File: src/rtl/clkdiv_pkg.sv
package clkdiv_pkg;

  // Bank A/B ratio: 4 or 8, doubled by the global pre-scale
  function automatic int unsigned ratio_ab(input logic pre, input logic sel);
    int unsigned base;
    base = sel ? 8 : 4;
    return pre ? base * 2 : base;
  endfunction

  // Bank C ratio: 8 or 12, doubled by the global pre-scale
  function automatic int unsigned ratio_c(input logic pre, input logic sel);
    int unsigned base;
    base = sel ? 12 : 8;
    return pre ? base * 2 : base;
  endfunction

  // Feedback ratio: code bit 1 picks the 8/12 family, bit 0 doubles
  function automatic int unsigned ratio_fb(input logic pre, input logic [1:0] code);
    int unsigned base;
    base = code[1] ? 12 : 8;
    if (code[0]) base = base * 2;
    return pre ? base * 2 : base;
  endfunction

endpackage

File: src/rtl/clkdiv_src.sv
module clkdiv_src #(
  parameter int SYNC_STAGES = 2
) (
  input  logic clk,
  input  logic rst,
  input  logic ref_clk0,
  input  logic ref_clk1,
  input  logic ref_sel,
  input  logic vco_path_en,
  output logic tick
);

  logic [SYNC_STAGES-1:0] sync0;
  logic [SYNC_STAGES-1:0] sync1;
  logic                   cur;
  logic                   prev;

  generate
    if (SYNC_STAGES == 1) begin : g_one
      always_ff @(posedge clk) begin
        if (rst) begin
          sync0 <= '0;
          sync1 <= '0;
        end else begin
          sync0 <= ref_clk0;
          sync1 <= ref_clk1;
        end
      end
    end else begin : g_many
      always_ff @(posedge clk) begin
        if (rst) begin
          sync0 <= '0;
          sync1 <= '0;
        end else begin
          sync0 <= {sync0[SYNC_STAGES-2:0], ref_clk0};
          sync1 <= {sync1[SYNC_STAGES-2:0], ref_clk1};
        end
      end
    end
  endgenerate

  assign cur = ref_sel ? sync1[SYNC_STAGES-1] : sync0[SYNC_STAGES-1];

  always_ff @(posedge clk) begin
    if (rst) prev <= 1'b0;
    else     prev <= cur;
  end

  // every fast edge in VCO mode, a detected reference rise in bypass
  assign tick = vco_path_en | (cur & ~prev);

endmodule

File: src/rtl/clkdiv_cnt.sv
module clkdiv_cnt #(
  parameter int CNT_W    = 6,
  parameter int NOUT     = 1,
  parameter bit HAS_STOP = 1'b1
) (
  input  logic             clk,
  input  logic             clear,
  input  logic             tick,
  input  logic [CNT_W-1:0] half,
  input  logic             run,
  output logic [NOUT-1:0]  q
);

  logic [CNT_W-1:0] cnt;
  logic [CNT_W-1:0] cnt_d;
  logic [CNT_W:0]   last;
  logic             raw;
  logic             raw_d;
  logic             gate;
  logic             gate_d;

  assign last = {half, 1'b0} - 1'b1;

  always_comb begin
    cnt_d = cnt;
    raw_d = raw;
    if (tick) begin
      raw_d = (cnt < half);
      cnt_d = (cnt == last[CNT_W-1:0]) ? '0 : cnt + 1'b1;
    end
  end

  generate
    if (HAS_STOP) begin : g_gate
      // gate may only change while the divided clock is low
      assign gate_d = raw ? gate : run;
    end else begin : g_free
      assign gate_d = 1'b1;
    end
  endgenerate

  always_ff @(posedge clk) begin
    if (clear) begin
      cnt  <= '0;
      raw  <= 1'b0;
      gate <= 1'b0;
    end else begin
      cnt  <= cnt_d;
      raw  <= raw_d;
      gate <= gate_d;
    end
  end

  // one registered copy per output pin
  generate
    for (genvar i = 0; i < NOUT; i++) begin : g_rep
      always_ff @(posedge clk) begin
        if (clear) q[i] <= 1'b0;
        else       q[i] <= raw_d & gate_d;
      end
    end
  endgenerate

endmodule

File: src/rtl/clkdiv_banks.sv
module clkdiv_banks
  import clkdiv_pkg::*;
#(
  parameter int NA          = 5,
  parameter int NB          = 5,
  parameter int NC          = 4,
  parameter int MAX_RATIO   = 48,
  parameter int SYNC_STAGES = 2
) (
  input  logic          clk,
  input  logic          rst,
  input  logic          ref_clk0,
  input  logic          ref_clk1,
  input  logic          ref_sel,
  input  logic          vco_path_en,
  input  logic          prescale_sel,
  input  logic          sel_a,
  input  logic          sel_b,
  input  logic          sel_c,
  input  logic [1:0]    fb_sel,
  input  logic          stop_n,
  input  logic          out_en,
  output logic [NA-1:0] qa,
  output logic [NB-1:0] qb,
  output logic [NC-1:0] qc,
  output logic          fb_out,
  output logic [NA-1:0] oe_a,
  output logic [NB-1:0] oe_b,
  output logic [NC-1:0] oe_c,
  output logic          oe_fb
);

  localparam int CNT_W = $clog2(MAX_RATIO);

  logic             tick;
  logic             clear;
  logic             run_s;
  logic [SYNC_STAGES-1:0] stop_sync;
  logic [CNT_W-1:0] half_a;
  logic [CNT_W-1:0] half_b;
  logic [CNT_W-1:0] half_c;
  logic [CNT_W-1:0] half_fb;

  assign clear = rst | ~out_en;

  assign half_a  = CNT_W'(ratio_ab(prescale_sel, sel_a) / 2);
  assign half_b  = CNT_W'(ratio_ab(prescale_sel, sel_b) / 2);
  assign half_c  = CNT_W'(ratio_c(prescale_sel, sel_c) / 2);
  assign half_fb = CNT_W'(ratio_fb(prescale_sel, fb_sel) / 2);

  generate
    if (SYNC_STAGES == 1) begin : g_stop1
      always_ff @(posedge clk) begin
        if (rst) stop_sync <= '1;
        else     stop_sync <= stop_n;
      end
    end else begin : g_stopn
      always_ff @(posedge clk) begin
        if (rst) stop_sync <= '1;
        else     stop_sync <= {stop_sync[SYNC_STAGES-2:0], stop_n};
      end
    end
  endgenerate
  assign run_s = stop_sync[SYNC_STAGES-1];

  clkdiv_src #(.SYNC_STAGES(SYNC_STAGES)) u_src (
    .clk         (clk),
    .rst         (rst),
    .ref_clk0    (ref_clk0),
    .ref_clk1    (ref_clk1),
    .ref_sel     (ref_sel),
    .vco_path_en (vco_path_en),
    .tick        (tick)
  );

  clkdiv_cnt #(.CNT_W(CNT_W), .NOUT(NA), .HAS_STOP(1'b1)) u_div_a (
    .clk(clk), .clear(clear), .tick(tick), .half(half_a), .run(run_s), .q(qa)
  );

  clkdiv_cnt #(.CNT_W(CNT_W), .NOUT(NB), .HAS_STOP(1'b1)) u_div_b (
    .clk(clk), .clear(clear), .tick(tick), .half(half_b), .run(run_s), .q(qb)
  );

  clkdiv_cnt #(.CNT_W(CNT_W), .NOUT(NC), .HAS_STOP(1'b1)) u_div_c (
    .clk(clk), .clear(clear), .tick(tick), .half(half_c), .run(run_s), .q(qc)
  );

  clkdiv_cnt #(.CNT_W(CNT_W), .NOUT(1), .HAS_STOP(1'b0)) u_div_fb (
    .clk(clk), .clear(clear), .tick(tick), .half(half_fb), .run(1'b1), .q(fb_out)
  );

  always_ff @(posedge clk) begin
    if (clear) begin
      oe_a  <= '0;
      oe_b  <= '0;
      oe_c  <= '0;
      oe_fb <= 1'b0;
    end else begin
      oe_a  <= '1;
      oe_b  <= '1;
      oe_c  <= '1;
      oe_fb <= 1'b1;
    end
  end

endmodule

File: config.mk
export PLATFORM = sky130hd
export DESIGN_NAME = clkdiv_banks
export DESIGN_NICKNAME = d
export VERILOG_FILES = /design/src/rtl/clkdiv_pkg.sv /design/src/rtl/clkdiv_src.sv /design/src/rtl/clkdiv_cnt.sv /design/src/rtl/clkdiv_banks.sv
export SDC_FILE = /design/constraint.sdc
export NUM_CORES = 1
export LEC_CHECK = 0
export ABC_AREA = 1
export BUFFER_PORTS_ARGS = -buffer_cell sky130_fd_sc_hd__buf_2
export CAP_MARGIN = 20
export CORE_MARGIN = 2
export CORE_UTILIZATION = 53
export CTS_CLUSTER_SIZE = 14
export DETAILED_ROUTE_END_ITERATION = 10
export GPL_TIMING_DRIVEN = 1
export PLACE_DENSITY = 0.88
export REMOVE_ABC_BUFFERS = 1
export SETUP_SLACK_MARGIN = 0.2
export SLEW_MARGIN = 0
export SYNTH_ARGS = -nofsm -noshare
export SYNTH_HDL_FRONTEND = slang
export SYNTH_HIERARCHICAL = 1
export SYNTH_SLANG_ARGS = --single-unit
File: constraint.sdc
create_clock -name clk -period 1.4 [get_ports clk]
set_clock_uncertainty 0.1 [all_clocks]
set_input_delay 0.21 -clock clk [delete_from_list [all_inputs] [get_ports clk]]
set_output_delay 0.21 -clock clk [all_outputs]
set_load 0.01 [all_outputs]
# Word-level counts from Yosys, hierarchy flattened
# Index checks and enable logic that the tools add are counted.
# Widths: inputs -> output; s select.
totals:
  regBits: 51
  input_bits: 14
  out_inout_bits: 30
  wordCells: 68
op_classes:
  n_addsub: 8
  order_cmp: 4
  n_eq_ne: 4
  mux: 23
  n_bitwise: 8
ops:
  columns: ["cell", "count"]
  rows:
  - ["$mux 6", 5]
  - ["$mux 5", 5]
  - ["$add 6x1->6 const B", 4]
  - ["$eq 6x6->1", 4]
  - ["$lt 6x4->1", 3]
  - ["$sub 5x1->6 const B", 3]
  - ["$mux 4", 3]
  - ["$mux 1", 8]
  - ["$lt 6x5->1", 1]
  - ["$mux 3", 2]
  - ["$sub 6x1->6 const B", 1]
  - ["$and 1x1->1", 4]
  - ["$not 1->1", 2]
  - ["$or 1x1->1", 2]

# Depth between registers and ports, before layout
# Gate-level depths: netlist of the first run.
logic_depth:
  depth_word: 6
  mapped_depth: 12
  depth_no_buf: 12

# Modules after synthesis
# Netlist of the first run, hierarchy kept.
by_module_without_submodules:
  columns: ["module", "n_inst", "cells_per_inst", "area_each_um2", "seq_area_each_um2"]
  rows:
  - ["clkdiv_cnt at u_div_a ...", 2, 112, 721.9, 180.2]
  - ["clkdiv_cnt at u_div_c", 1, 111, 714.4, 180.2]
  - ["clkdiv_cnt at u_div_fb", 1, 93, 610.6, 140.1]
  - ["clkdiv_banks", 1, 45, 315.3, 60.1]
  - ["clkdiv_src", 1, 24, 180.2, 100.1]

# Worst setup path before layout of the first run
# Ideal clock, no wire load.
synth_path:
  path_type: "register -> register"
  startpoint: "register u_src.sync1[1]"
  endpoint: "register u_div_a.cnt[1]"
  setup_ns: 0.144
  t_arrival_ns: 1.344
  t_required_ns: 1.156
  setup_slack_ns: -0.188
  stages_incl_launch_ff: 13
  path_buffers: 1
  period_less_slack_ns: 1.588
  path_cell_list: "dfxtp_1 inv_1 nand2_1 nand3_1 nand2_1 buf_6 nand2_4 inv_2 nand3_1 nor2_1 nand2_1 nor2_4 nor3_1"
synth_between:
  elab_chain_len: 3
synth_rtl:
  columns: ["item", "line_no", "source"]
  rows:
  - ["start: declaration", "clkdiv_src.sv:14", "logic [SYNC_STAGES-1:0] sync1;"]
  - ["start signal: assignment", "clkdiv_src.sv:36", "sync1 <= {sync1[SYNC_STAGES-2:0], ref_clk1};"]
  - ["$mux 1", "clkdiv_src.sv:42", "assign cur = ref_sel ? sync1[SYNC_STAGES-1] : sync0[SYNC_STAGES-1];"]
  - ["$and 1x1->1", "clkdiv_src.sv:50", "assign tick = vco_path_en | (cur & ~prev);"]
  - ["$or 1x1->1", "clkdiv_src.sv:50", null]
  - ["net tick", "clkdiv_banks.sv:35", "logic tick;"]
  - ["end signal: assignment", "clkdiv_cnt.sv:48", "cnt <= cnt_d;"]
  - ["end: declaration", "clkdiv_cnt.sv:14", "logic [CNT_W-1:0] cnt;"]
# The timed path passes the listed nets, and every way through them passes these cells.
# A chain may end at the register's enable or synchronous reset.

# Worst setup path after layout of the first run
layout_path:
  startpoint: "register u_src.sync0[1]"
  endpoint: "register u_div_c.cnt[4]"
layout_between:
  elab_chain_len: 3
layout_rtl:
  columns: ["item", "line_no", "source"]
  rows:
  - ["start: declaration", "clkdiv_src.sv:13", "logic [SYNC_STAGES-1:0] sync0;"]
  - ["start signal: assignment", "clkdiv_src.sv:35", "sync0 <= {sync0[SYNC_STAGES-2:0], ref_clk0};"]
  - ["$mux 1", "clkdiv_src.sv:42", null]
  - ["$and 1x1->1", "clkdiv_src.sv:50", null]
  - ["$or 1x1->1", "clkdiv_src.sv:50", null]
  - ["net tick", "clkdiv_banks.sv:35", null]
  - ["end signal: assignment", "clkdiv_cnt.sv:48", null]
  - ["end: declaration", "clkdiv_cnt.sv:14", null]
# The timed path passes the listed nets, and every way through them passes these cells.

==> results of run 1 <==
per-stage QoR:
| stage | setup WS (ns) | hold WS [ns] | area [um^2] | TNS [ns] | utilization |
|---|---|---|---|---|---|
| finish | -0.210 | 0.0128 | 4220 | -2.72 | 0.712 |
| global route | -0.303 | 0.0327 | 4220 | -4.85 | 0.712 |
| CTS | -0.156 | 0.00619 | 4000 | -2.46 | 0.676 |
| detailed placement | -0.365 | 0.297 | 3750 | -8.72 | 0.634 |
| global placement | -0.331 | 0.289 | 3750 | -7.76 | 0.634 |
| floorplan | -0.514 | 0.176 | 3120 | -13.83 | - |
routing by layer:
| layer | global-route usage | routed length (um) |
|---|---|---|
| met2 | 0.459 | 4430 |
| met3 | 0.0359 | 438 |
| met1 | 0.252 | 3340 |
| met5 | 0 | 0 |
| met4 | 0.0883 | 165 |
placed cells by master, fill, tap and decap left out, types with 9 or more instances in the layout:
master / instances
nor2_1: 39
a21oi_1: 9
buf_2: 35
buf_6: 14
nor3_1: 12
inv_1: 78
nand4_1: 11
nand2_2: 14
ha_1: 29
buf_4: 43
inv_2: 10
o21ai_0: 11
dfxtp_1: 35
nand2_1: 122
nand3_1: 24
conb_1: 22
sequential cells by signal, summed over array words and instances, names as in the netlist, 2 cells and up:
name,count
u_div_b/cnt,6
u_div_c/cnt,6
u_src/sync1,2
u_div_a/cnt,6
u_div_fb/cnt,6
u_src/sync0,2
stop_sync,2
worst min-delay path, delay by kind of cell:
kind	cells	cell delay, ns
AND/OR/NAND/NOR	1	0.03
buffers and inverters	2	0.14
timing repair:
item / in CTS / in global routing
pin swaps: 28 / 21
setup endpoints to repair: 46 / 43
hold buffers: 2 / 0
resized for setup: 29 / 47
hold endpoints to repair: 2 / 0
buffers inserted: 6 / 4
cloned: 0 / 0
power by group through the flow:
stage | Combinational, uW | Sequential, uW | Clock (uW)
2_1_floorplan | 351 | 1320 | 0
3_3_place_gp | 600 | 1290 | 0
3_5_place_dp | 622 | 1290 | 0
4_1_cts | 678 | 1270 | 847
5_1_grt | 838 | 1270 | 893
6_report | 756 | 1270 | 830
path summary, 6_finish.rpt:
check,from,end,slack [ns],depth (start not counted)
worst max-delay path,u_src/sync0[1],u_div_c/cnt[4],-0.21,11
worst min-delay path,ref_clk0,u_src/sync0[0],0.01,3
worst max register to register,u_src/sync0[1],u_div_c/cnt[4],-0.21,11
worst min register to register,u_src/sync1[0],u_src/sync1[1],0.31,2
final cells by class:
cell class,instances,area [um^2]
well taps,75,93.8
multi-input cells,359,2120
inverters,88,330
fillers,447,1700
flip-flops and latches,42,852
repair buffers,97,726
clock buffers,5,68.8
clock inverters,3,25.0
==> results.py, run 1 <==
metrics = {
    "outcome": {
        "status": "complete, but fails checks",
        "violations": "negative setup slack",
    },
    "cells_and_area": {
        "num_antenna_cells": 0,
        "synthToLayoutAreaGrowth_pct": 29.3,
        "finalNonFillerCells": 669,
        "finalNetCount": 639,
        "drive_above_1_share": 0.303,
    },
    "grt": {
        "grt_pass1_wl_mm": 12.6,
        "overflow": 0,
        "grt_pass1_vias": 3092,
        "grt_max_degree": 19,
        "antenna_found_initial": 0,
        "grt_use_total": 0.236,
    },
    "floorplan": {
        "start_util": 0.551,
        "io_pins": 44,
        "core_mm2": 0.00592,
        "dieArea_mm2": 0.00680,
        "num_rows": 28,
        "dieWidth_um": 82.4,
        "die_h_um": 82.4,
    },
    "routing": {
        "vias": 3359,
        "routed_via_density": 5.02,
        "drtIter0Drc": 125,
        "wirelength_mm": 8.37,
        "wl_per_cell_um": 12.5,
        "dr.pass1.iters": 4,
        "antenna_left": 0,
        "drc": 0,
    },
    "synth": {
        "avgSynthCellArea_um2": 6.57,
        "synth_warnings": 6,
        "syn_area_mm2": 0.00326,
        "synth_cells": 496,
    },
    "clock_tree": {
        "insertion_delay_ns": 0.31,
        "clk_transition_reported_paths_ns": 0.09,
        "cts_tree": "yes",
        "cts_max_path_buffers": 2,
        "numCtsBuffers": 5,
        "htree_levels": 2,
        "clock-sinks": 42,
        "root_buffer": "clkbuf_8",
    },
    "power_and_ir_drop": {
        "p_sw_uw": 919,
        "pwr-share-clk": 0.291,
        "leakagePower_uw": 0.00219,
        "intPower_uw": 1940,
        "p_comb_frac": 0.265,
        "p_per_area_mw_per_mm2": 677,
        "swShare": 0.322,
        "vdd_drop_max_v": 0.000505,
        "power_frac_seq": 0.444,
        "power_uw": 2850,
    },
    "timing": {
        "slew_viol_final": 0,
        "slew_headroom": 0.508,
        "tightest_slew_ns": 0.737,
        "layout_min_cycle_time_ns": 1.61,
        "max_freq_ghz": 0.621,
        "rsz0062_at_grt": "true",
        "hold_violations": 0,
        "period_share": 1.15,
        "setup_viol_count_final": 29,
        "setup_ws_ns": -0.210,
    },
    "placed_design": {
        "dp_hpwl_mm": 5.56,
        "io_buffers": 43,
        "gp_congestion": 0.884,
        "placedCellCount": 649,
    },
    "worst_setup_path": {
        "crit_buf_inv": 4,
        "critPathRequiredTime_ns": 1.55,
        "cp.arrival_ns": 1.76,
        "crit_family": "simple AND/OR/NAND/NOR gates",
        "cp-start-kind": "flop",
        "critPathSlowestCell": "dfxtp_1",
        "max_stage_delay_ns": 0.31,
        "crit_fanout": 7,
        "worstSetupPathType": "flop to flop",
        "endpoint_kind": "flop",
        "path_cells": "inv_1 -> nand2_2 -> nand3_2 -> nand2_2 -> buf_12 -> buf_8 -> buf_6 -> nand4_1 -> a21oi_1 -> o21ai_1 -> nor2_1",
        "cp_common_cell": "nand2_2",
    },
    "run": {
        "maxCapViolCount": 0,
    },
    "min_path": {
        "hp-class": "input port to flop",
    },
}
Power figures use the tool's default switching activity.
==> run 2: changes to the inputs <==
Settings changed: CORE_UTILIZATION 53 to 60, PLACE_DENSITY 0.88 to 0.94.
Clock period 1.4 ns to 1.95 ns, I/O delays scaled along.
==> run 2 against run 1 <==
The flow now finishes without violations; final cell count down 7.3%; wire length decreased by 10%; register-to-register slack improved by 0.47 ns; fmax down 4.5%.
==> results.py, run 2 (synthesis gave the netlist of run 1 again) <==
metrics = {
    "outcome": {
        "status": "complete, no violations",
    },
    "clock_tree": {
        "numCtsBuffers": 5,
        "htree_levels": 2,
        "cts_hold_buf": 0,
        "clk_transition_reported_paths_ns": 0.08,
        "clock-sinks": 42,
        "cts_tree": "yes",
        "cts_max_path_buffers": 2,
        "root_buffer": "clkbuf_8",
        "insertion_delay_ns": 0.29,
    },
    "cells_and_area": {
        "final_common_cell": "nand2_1",
        "finalNetCount": 595,
        "final_cell_mix": "nand2_1 (127), inv_1 (79), nor2_1 (42), buf_2 (42), dfxtp_1 (42)",
        "synthToLayoutAreaGrowth_pct": 14.2,
        "finalNonFillerCells": 620,
        "drive_above_1_share": 0.193,
        "num_antenna_cells": 0,
    },
    "power_and_ir_drop": {
        "p_comb_frac": 0.202,
        "leakagePower_uw": 0.00196,
        "swShare": 0.269,
        "p_sw_uw": 592,
        "pwr-share-clk": 0.384,
        "power_frac_seq": 0.414,
        "p_per_area_mw_per_mm2": 591,
        "intPower_uw": 1610,
        "vdd_drop_max_v": 0.000438,
    },
    "worst_setup_path": {
        "cp_common_cell": "nand2_2",
        "endpoint_kind": "flop",
        "worstSetupPathType": "flop to flop",
        "cp.arrival_ns": 1.74,
        "cp-start-kind": "flop",
        "crit_fanout": 6,
        "crit_buf_inv": 3,
        "crit_family": "simple AND/OR/NAND/NOR gates",
        "path_cells": "inv_1 -> nand2_2 -> nand3_1 -> nand2_2 -> buf_12 -> nand2_2 -> inv_2 -> nand3_2 -> nor2_2 -> nand2_2 -> nor2_4 -> nor3_1",
        "max_stage_delay_ns": 0.32,
        "critPathRequiredTime_ns": 2.00,
        "critPathSlowestCell": "dfxtp_1",
    },
    "placed_design": {
        "gp_congestion": 0.887,
        "io_buffers": 43,
        "placedCellCount": 605,
        "dp_slack_ns": 0.0203,
        "dp_hpwl_mm": 5.11,
    },
    "grt": {
        "grt_pass1_wl_mm": 11.2,
        "grt_max_degree": 28,
        "overflow": 0,
        "antenna_found_initial": 0,
        "grt_use_total": 0.227,
        "grt_pass1_vias": 2805,
    },
    "timing": {
        "setup_viol_count_final": 0,
        "hold_slack_ns": 0.0856,
        "rsz0062_at_grt": "false",
        "slew_viol_final": 0,
        "tns_ns": 0,
        "layout_min_cycle_time_ns": 1.69,
        "tightest_slew_ns": 0.774,
        "hold_violations": 0,
        "setup_ws_ns": 0.263,
        "period_share": 0.865,
        "slew_headroom": 0.484,
        "max_freq_ghz": 0.593,
    },
    "run": {
        "maxCapViolCount": 0,
    },
    "routing": {
        "routed_via_density": 5.16,
        "wirelength_mm": 7.53,
        "dr.pass1.iters": 4,
        "drc": 0,
        "drtIter0Drc": 178,
        "vias": 3202,
        "wl_per_cell_um": 12.1,
        "antenna_left": 0,
    },
    "floorplan": {
        "die_h_um": 77.7,
        "core_mm2": 0.00517,
        "num_rows": 26,
        "dieWidth_um": 77.7,
        "io_pins": 44,
        "dieArea_mm2": 0.00604,
        "start_util": 0.630,
    },
    "min_path": {
        "hp-class": "input port to flop",
    },
}
## run 2: cell count changes in the layout (fill, tap and decap cells not counted), sizes merged
cell	change
buf	-44
bufinv	+2
clkbuf	+3
clkinv	-1
clkinvlp	-1
dlygate4sd3	-2
inv	-1
## run 2: layout make-up
| cell class | count | area [um^2] |
|---|---|---|
| clock buffers | 6 | 82.6 |
| clock inverters | 2 | 60.1 |
| fillers | 396 | 1450 |
| inverters | 88 | 330 |
| multi-input cells | 359 | 1980 |
| flip-flops and latches | 42 | 841 |
| well taps | 70 | 87.6 |
| repair buffers | 53 | 340 |
## run 2: worst register-to-register path, cell delays in order, from the launching register on
cell,delay (ns)
dfxtp_1,0.32
inv_1,0.05
nand2_2,0.07
nand3_1,0.10
nand2_2,0.12
buf_12,0.14
nand2_2,0.09
inv_2,0.08
nand3_2,0.06
nor2_2,0.13
nand2_2,0.07
nor2_4,0.16
nor3_1,0.06
## run 2: per-stage QoR
stage          total power [uW]  cell area, um^2   util
2_1_floorplan              1200             3120      -
3_3_place_gp               1300             3460  0.668
3_5_place_dp               1310             3460  0.668
4_1_cts                    2160             3600  0.696
5_1_grt                    2310             3720  0.720
6_report                   2200             3720  0.720
## run 2: timing repair
item,in CTS,in global routing
buffers inserted,0,5
setup endpoints to repair,0,13
resized for setup,0,13
## run 2: metal layers
layer  part of all wire  up-vias  track usage  wire length [um]
li1                   -     1605            -                 -
met1               0.41     1472        0.253              3060
met2               0.53      119        0.441              3980
met3              0.061        6       0.0395               460
met4             0.0041        0       0.0500                31
met5                  0        -            0                 0
## run 2: worst paths after layout
check	depth (start not counted)	slack, ns	start	end
setup reg to reg	12	0.26	u_src/sync1[1]	u_div_fb/cnt[1]
hold / removal	2	0.09	stop_n	stop_sync[0]
hold reg to reg	2	0.31	u_src/sync0[0]	u_src/sync0[1]
setup / recovery	12	0.26	u_src/sync1[1]	u_div_fb/cnt[1]
## run 2: power by group through the flow
stage / Clock, uW / Combinational, uW / Sequential [uW]
finish: 845 / 446 / 911
global route: 899 / 495 / 914
CTS: 862 / 391 / 910
detailed placement: 0 / 385 / 929
global placement: 0 / 370 / 928
floorplan: 0 / 252 / 945
==> run 3: changes to the inputs <==
Settings changed: MAX_ROUTING_LAYER from default to met4.
==> run 3 against run 2 <==
Critical path depth shrank 1; via count is 1.7% lower; clock power is 19% lower; combinational power fell by 3%; register-to-register slack better by 0.06 ns; utilization down 1.2 points; non-clock buffer count decreased by 1; critical path type is now input port to flop; critical endpoint is now u_div_b/cnt[1].
==> results.py, run 3 (synthesis gave the netlist of run 1 again) <==
metrics = {
    "grt": {
        "antenna_found_initial": 0,
        "grt_pass1_vias": 2910,
        "overflow": 0,
        "grt_use_total": 0.241,
        "grt_max_degree": 28,
        "grt_pass1_wl_mm": 11.7,
    },
    "routing": {
        "wirelength_mm": 7.21,
        "antenna_left": 0,
        "routed_via_density": 5.08,
        "drc": 0,
        "dr.pass1.iters": 5,
        "vias": 3147,
        "wl_per_cell_um": 11.7,
        "drtIter0Drc": 135,
    },
    "min_path": {
        "hold_depth": 2,
        "min_delay_worst_endpoint": "stop_sync[0]",
        "worstHoldStart": "stop_n",
        "hp-class": "input port to flop",
    },
    "timing": {
        "hold_violations": 0,
        "slew_viol_final": 0,
        "period_share": 0.858,
        "setup_viol_count_final": 0,
        "slew_headroom": 0.514,
        "layout_min_cycle_time_ns": 1.67,
        "tns_ns": 0,
        "tightest_slew_ns": 0.728,
        "hold_slack_ns": 0.0706,
        "setup_ws_ns": 0.277,
        "max_freq_ghz": 0.598,
        "rsz0062_at_grt": "true",
    },
    "cells_and_area": {
        "final_common_cell": "nand2_1",
        "num_antenna_cells": 0,
        "final_cell_mix": "nand2_1 (126), inv_1 (79), buf_2 (43)",
        "finalNetCount": 594,
        "drive_above_1_share": 0.193,
        "synthToLayoutAreaGrowth_pct": 12.3,
        "final_cell_area_mm2": 0.00366,
    },
    "clock_tree": {
        "cts_hold_buf": 0,
        "htree_levels": 2,
        "clock-sinks": 42,
        "cts_tree": "yes",
        "root_buffer": "clkbuf_8",
        "insertion_delay_ns": 0.30,
        "numCtsBuffers": 5,
        "cts_max_path_buffers": 2,
        "clk_transition_reported_paths_ns": 0.08,
    },
    "outcome": {
        "status": "complete, no violations",
    },
    "placed_design": {
        "dp_hpwl_mm": 5.23,
        "placed_area_mm2": 0.00346,
        "gp_congestion": 0.873,
        "io_buffers": 43,
        "dp_slack_ns": 0.00100,
    },
    "power_and_ir_drop": {
        "intPower_uw": 1440,
        "swShare": 0.291,
        "leakagePower_uw": 0.00192,
        "pwr-share-clk": 0.339,
        "p_per_area_mw_per_mm2": 554,
        "power_frac_seq": 0.448,
        "p_comb_frac": 0.212,
        "p_sw_uw": 591,
        "vdd_drop_max_v": 0.000461,
        "power_uw": 2030,
    },
    "worst_setup_path": {
        "crit_fanout": 7,
        "worstSetupPathType": "input port to flop",
        "endpoint_kind": "flop",
        "worstReg2RegStart": "u_src/sync1[1]",
        "cp-start-kind": "input port",
        "r2r_slack_ns": 0.32,
        "cp.arrival_ns": 1.73,
        "critPathRequiredTime_ns": 2.01,
        "reg2regPathDepth": 12,
        "rr_endpoint": "u_div_fb/cnt[2]",
    },
    "floorplan": {
        "die_h_um": 77.7,
        "io_pins": 44,
        "start_util": 0.630,
        "dieArea_mm2": 0.00604,
        "core_mm2": 0.00517,
        "dieWidth_um": 77.7,
        "num_rows": 26,
    },
    "run": {
        "maxCapViolCount": 0,
    },
}
run 3: power groups by stage:
| stage | Combinational [uW] | Sequential [uW] | Clock (uW) |
|---|---|---|---|
| final | 431 | 909 | 688 |
| after global routing | 481 | 914 | 742 |
| after CTS | 393 | 909 | 705 |
| after detailed placement | 389 | 929 | 0 |
| after global placement | 371 | 927 | 0 |
| after floorplan | 252 | 945 | 0 |
run 3: metrics by stage:
| stage | instances | util |
|---|---|---|
| after floorplan | 489 | - |
| after global placement | 606 | 0.670 |
| after detailed placement | 606 | 0.670 |
| after CTS | 614 | 0.691 |
| after global routing | 619 | 0.708 |
| final | 619 | 0.708 |
run 3: metal layers:
layer	vias up	wire, um	track usage	part of all wire
li1	1606	-	-	-
met1	1402	2920	0.255	0.40
met2	119	3720	0.459	0.52
met3	20	444	0.0372	0.062
met4	0	129	0.0679	0.018
met5	-	0	-	0
run 3: how the worst max path moves through the flow:
stage	startpoint	slack [ns]	cells past startpoint	to
finish	prescale_sel	0.28	11	u_div_b/cnt[1]
global route	u_src/sync1[1]	0.16	12	u_div_b/cnt[1]
CTS	u_src/sync1[1]	0.26	12	u_div_fb/cnt[2]
detailed placement	prescale_sel	0.001	12	u_div_fb/cnt[2]
global placement	prescale_sel	0.09	12	u_div_fb/cnt[4]
floorplan	u_src/sync1[1]	0.04	11	u_div_fb/cnt[1]
run 3: repair_timing:
item / 4_1_cts / 5_1_grt
buffers inserted: 0 / 4
gates resized for setup: 0 / 11
setup endpoints to repair: 0 / 21
run 3: final cells by class:
class / instances / area, um^2
multi-input combinational: 359 / 1980
fill: 415 / 1510
sequential: 42 / 841
inverter: 88 / 330
timing repair buffer: 52 / 313
tap: 70 / 87.6
clock buffer: 6 / 72.6
clock inverter: 2 / 37.5
run 3: critical path, cell delays in order:
cell and delay (ns):
buf_2 0.16, inv_2 0.07, ha_1 0.20, inv_1 0.12, ha_2 0.30, nand2_1 0.08
nand3_1 0.09, nor2_2 0.13, nand2_2 0.07, nor2_4 0.15, nor3_1 0.06
